==> src/rtl/sdr_cmd_tracker.sv <==
module sdr_cmd_tracker #(
  parameter int BANKS     = 4,
  parameter int BURST_LEN = 4
) (
  input  logic                     clk,
  input  logic                     rst_n,
  input  logic                     cke,
  input  logic                     cs_n,
  input  logic                     ras_n,
  input  logic                     cas_n,
  input  logic                     we_n,
  input  logic [$clog2(BANKS)-1:0] ba,
  input  logic [12:0]              addr,
  output logic [3:0]               cmd_code,
  output logic                     illegal,
  output logic                     auto_pre,
  output logic [BANKS-1:0]         bank_active,
  output logic [12:0]              row_addr,
  output logic [10:0]              col_addr,
  output logic [6:0]               mode_value
);
  localparam int CNT_W = $clog2(BURST_LEN + 1);
  localparam logic [3:0] C_NOP = 4'd0, C_DESEL = 4'd1, C_ACT = 4'd2, C_RD = 4'd3,
                         C_RDA = 4'd4, C_WR = 4'd5, C_WRA = 4'd6, C_PRE = 4'd7,
                         C_PREA = 4'd8, C_TBST = 4'd9, C_REFA = 4'd10, C_MRS = 4'd11;

  logic [3:0]       code;
  logic             bad;
  logic [BANKS-1:0] busy;

  wire a10     = addr[10];
  wire tgt_act = bank_active[ba];
  wire tgt_bsy = busy[ba];
  wire any_act = |bank_active;
  wire is_acc  = (code == C_RD) || (code == C_RDA) || (code == C_WR) || (code == C_WRA);
  wire is_auto = (code == C_RDA) || (code == C_WRA);

  always_comb begin
    if (!cke)       code = C_NOP;
    else if (cs_n)  code = C_DESEL;
    else begin
      case ({ras_n, cas_n, we_n})
        3'b111:  code = C_NOP;
        3'b011:  code = C_ACT;
        3'b101:  code = a10 ? C_RDA : C_RD;
        3'b100:  code = a10 ? C_WRA : C_WR;
        3'b010:  code = a10 ? C_PREA : C_PRE;
        3'b110:  code = C_TBST;
        3'b001:  code = C_REFA;
        default: code = C_MRS;
      endcase
    end
  end

  always_comb begin
    case (code)
      C_ACT:   bad = tgt_act;
      C_RD, C_RDA, C_WR, C_WRA: bad = !tgt_act || tgt_bsy;
      C_PRE:   bad = tgt_bsy;
      C_TBST:  bad = !tgt_act;
      C_REFA:  bad = any_act;
      C_MRS:   bad = any_act || (ba != '0) || (addr[12:7] != '0);
      default: bad = 1'b0;
    endcase
  end

  for (genvar i = 0; i < BANKS; i++) begin : g_bank
    logic [CNT_W-1:0] cnt;
    wire hit = (ba == i[$clog2(BANKS)-1:0]);
    assign busy[i] = (cnt != '0);

    always_ff @(posedge clk or negedge rst_n) begin
      if (!rst_n) begin
        bank_active[i] <= 1'b0;
        cnt            <= '0;
      end else begin
        if (cnt != '0) begin
          cnt <= cnt - 1'b1;
          if (cnt == 1) bank_active[i] <= 1'b0;
        end
        if (!bad) begin
          if (code == C_PREA) begin
            bank_active[i] <= 1'b0;
            cnt            <= '0;
          end else if (hit && code == C_PRE) begin
            bank_active[i] <= 1'b0;
          end else if (hit && code == C_ACT) begin
            bank_active[i] <= 1'b1;
          end else if (hit && is_auto) begin
            cnt <= CNT_W'(BURST_LEN);
          end
        end
      end
    end
  end

  always_ff @(posedge clk or negedge rst_n) begin
    if (!rst_n) begin
      cmd_code   <= C_NOP;
      illegal    <= 1'b0;
      auto_pre   <= 1'b0;
      row_addr   <= '0;
      col_addr   <= '0;
      mode_value <= '0;
    end else begin
      cmd_code <= code;
      illegal  <= bad;
      auto_pre <= !bad && is_auto;
      if (!bad && code == C_ACT) row_addr   <= addr;
      if (!bad && is_acc)        col_addr   <= {addr[11], addr[9:0]};
      if (!bad && code == C_MRS) mode_value <= addr[6:0];
    end
  end
endmodule

==> config.mk <==
export PLATFORM = sky130hd
export DESIGN_NAME = sdr_cmd_tracker
export DESIGN_NICKNAME = d
export VERILOG_FILES = /design/src/rtl/sdr_cmd_tracker.sv
export SDC_FILE = /design/constraint.sdc
export NUM_CORES = 1
export LEC_CHECK = 0
export ABC_AREA = 1
export ABC_CLOCK_PERIOD_IN_PS = 1820
export BUFFER_PORTS_ARGS = -buffer_cell sky130_fd_sc_hd__buf_4
export CAP_MARGIN = 5
export CORE_MARGIN = 5
export CORE_UTILIZATION = 45
export DETAILED_ROUTE_END_ITERATION = 8
export PLACE_DENSITY = 0.71
export SLEW_MARGIN = 20
export SYNTH_ARGS = -nofsm -noshare
export SYNTH_HDL_FRONTEND = slang
export SYNTH_SLANG_ARGS = --single-unit
==> constraint.sdc <==
create_clock -name clk -period 1.82 [get_ports clk]
set_clock_uncertainty 0.15 [all_clocks]
set_input_delay 0.546 -clock clk [delete_from_list [all_inputs] [get_ports clk]]
set_output_delay 0.546 -clock clk [all_outputs]
set_load 0.02 [all_outputs]
==> flow_summary.yaml <==
worst_hold_path:
  hp-class: "in2reg"
yosys:
  ys_warn_count: 0
  syn_avg_cell_area_um2: 7.43
  syn_inst: 396
  synth-seq-area-share_pct: 45.1
  synth_seq_cells: 53
  synth.cell_area_um2: 2940
  ys_types: 28
  synthesis.nets: 430
placement:
  port_buffers: 62
  hpwl_mm: 6.20
  place_congestion: 0.842
  place_area_um2: 4030
floorplanning:
  rows: 29
  initial_core_util_pct: 46.3
  boundaryPins: 63
  die_area_um2: 8250
  core_region_area_um2: 6350
  die_h_um: 90.8
  die_x_um: 90.8
cts:
  cts_buffers: 5
  path_clk_slew_ns: 0.10
  ctsHtreeMaxLevel: 2
  cts_tree: "yes"
  cts-root-buf: "clkbuf_8"
  cts_sinks: 53
  clk-insertion-delay-late_ns: 0.32
  clockBufferDepth: 2
global_routing:
  track_usage_pct: 22.2
  antenna_found_initial: 0
  grt_overflow: 0
  grt_max_degree: 25
  grt_pass1_vias: 3300
  grt_pass1_wl_mm: 15.1
critical_path:
  start_kind: "register"
  end_kind: "register"
  crit_required_ns: 1.89
  crit_fanout: 7
  critPathArrivalTime_ns: 2.19
  criticalPathCategory: "reg2reg"
timing:
  whs_ns: 0.322
  min_period_over_period_pct: 117
  worst_slew_pin_slew_ns: 0.373
  max_freq_ghz: 0.471
  setup_ws_ns: -0.305
  maxSlewViolCount: 0
  rsz0062_at_grt: "true"
  slew_headroom_pct: 74.9
  hold_viol: 0
  setup_viol: 49
  period_minus_slack_ns: 2.12
drt:
  drt-vias-per-instance: 5.19
  firstDrtPassIters: 4
  wl_per_cell_um: 15.0
  drt_iter0_markers: 172
  vias: 3183
  drc: 0
  ant_nets: 0
  wl_mm: 9.21
finish:
  stdcell_area_um2: 4560
  nNetsFinal: 569
  fillCellCount: 484
  syn2layout_area_growth_pct: 55.2
  n_antenna_cell: 0
  drive_gt1_share_pct: 42.4
  final_util_pct: 71.9
power_and_ir_drop:
  p_leak_uw: 0.00249
  max-vdd-ir-drop_mv: 1.15
  cellPowerDensity_nw_per_um2: 1330
flow_run:
  max_cap_violations: 0
status:
  status: "finished, violations left"
  violations: "negative setup slack"
[registers in the layout, indices dropped and copies added, names as in the netlist]
register / cells
row_addr: 13
g_bank.cnt: 12
col_addr: 11
mode_value: 7
bank_active: 4
cmd_code: 4
auto_pre: 1
illegal: 1
[layer usage]
metal  track usage (%)  share of wire (%)  vias up
li1                  -                  -     1524
met5                 0                  0        -
met3              5.25                6.6       17
met1              25.8                 39     1520
met2              40.0                 52      122
met4              7.21                2.4        0
[final timing paths]
| check | startpoint | to | slack, ns | cells past startpoint |
|---|---|---|---|---|
| max | g_bank[3].cnt[0] | row_addr[10] | -0.30 | 14 |
| min | addr[12] | row_addr[12] | 0.32 | 3 |
| max reg2reg | g_bank[3].cnt[0] | row_addr[10] | -0.30 | 14 |
| min reg2reg | mode_value[1] | mode_value[1] | 0.33 | 2 |
| max in group asynchronous | rst_n | bank_active[2] | 0.55 | 3 |
| min in group asynchronous | rst_n | mode_value[6] | 0.51 | 2 |
[final cells by class]
type / count / area, um^2 / share of cell area [%]
tap: 77 / 96.3 / 2.11
sequential: 53 / 1330 / 29.1
clock inverter: 3 / 43.8 / 0.960
multi-input combinational: 299 / 1680 / 36.8
timing repair buffer: 142 / 1200 / 26.4
inverter: 34 / 146 / 3.21
clock buffer: 5 / 68.8 / 1.51
[what timing repair did]
item | in CTS | in global routing
hold endpoints to repair | 20 | 0
setup endpoints to repair | 49 | 49
hold buffers | 1 | 0
pin swaps | 5 | 18
buffers inserted | 8 | 6
resized for setup | 34 | 36
gates cloned | 3 | 1
[per-stage QoR]
| stage | power, uW | setup TNS [ns] | worst slack (ns) | cells |
|---|---|---|---|---|
| after floorplan | 3380 | -6.63 | -0.163 | 396 |
| after global placement | 4540 | -25.48 | -0.562 | 587 |
| after detailed placement | 4670 | -27.57 | -0.618 | 587 |
| after CTS | 5730 | -11.21 | -0.266 | 607 |
| after global routing | 6550 | -18.73 | -0.410 | 613 |
| final | 6060 | -12.91 | -0.305 | 613 |
[where the power goes]
group	switching (uW)	total, uW	internal (uW)
Combinational	1800	3420	1620
Sequential	247	1790	1550
Clock	428	841	413
[kinds of logic (layout without fill, tap and decap cells)]
group / after synthesis / after routing / synth area share, %
flip-flops: 53 / 53 / 45.1
AO/OA/AOI/OAI: 28 / 28 / 5.40
XOR/XNOR: 5 / 5 / 1.49
adder cells (fa/ha/maj): 12 / 12 / 5.11
AND/OR/NAND/NOR: 253 / 254 / 36.0
buffers and inverters: 45 / 184 / 6.94
[synthesized netlist by cell type]
cell | n | area share (%)
nand3b_1 | 1 | 0.26
nand2_1 | 164 | 21
buf_6 | 4 | 1.5
a31o_2 | 1 | 0.30
a21oi_2 | 1 | 0.30
nor2_2 | 2 | 0.43
nand3_2 | 1 | 0.34
a21oi_4 | 1 | 0.55
o21ai_1 | 1 | 0.17
dfrtp_1 | 53 | 45
o21ai_0 | 15 | 2.6
nor3_2 | 1 | 0.34
xor2_1 | 5 | 1.5
nand2_2 | 3 | 0.64
inv_2 | 3 | 0.38
nor2_4 | 1 | 0.38
nor3_1 | 1 | 0.17
nand3_1 | 44 | 7.5
nor2_1 | 29 | 3.7
or2_1 | 1 | 0.21
inv_1 | 30 | 3.8
a21oi_1 | 9 | 1.5
buf_2 | 4 | 0.68
nand4_1 | 4 | 0.85
and2_1 | 1 | 0.21
ha_1 | 12 | 5.1
clkbuf_1 | 3 | 0.38
clkinv_1 | 1 | 0.13
[cells in the final DEF, fill, tap and decap left out, types with 2 or more instances in the layout]
| cell type | n |
|---|---|
| nand2_4 | 7 |
| inv_1 | 18 |
| nand3_2 | 9 |
| a21oi_1 | 9 |
| clkbuf_8 | 5 |
| xor2_1 | 5 |
| ha_4 | 3 |
| buf_6 | 6 |
| o21ai_1 | 4 |
| nand2_2 | 28 |
| buf_4 | 127 |
| dfrtp_1 | 53 |
| nand2_8 | 3 |
| buf_12 | 6 |
| nand2_1 | 130 |
| nand4_1 | 4 |
| inv_8 | 2 |
| o21ai_2 | 2 |
| o21ai_0 | 10 |
| a21oi_4 | 2 |
| clkinv_2 | 2 |
| nor2_2 | 5 |
| nor2_1 | 26 |
| ha_1 | 9 |
| inv_2 | 12 |
| nand3_1 | 36 |
[worst max-delay path, cell delays in order (launching register included)]
cell and delay (ns):
dfrtp_1 0.40, inv_2 0.08, ha_4 0.15, nand2_4 0.06, nand2_2 0.07, nand4_1 0.11, or2_1 0.25, nand3_2 0.08
nand2_2 0.06, nor2_4 0.13, buf_6 0.16, buf_12 0.11, nand2_8 0.07, nand2_2 0.09, nand2_2 0.04
(Power assumes the default switching activity.)
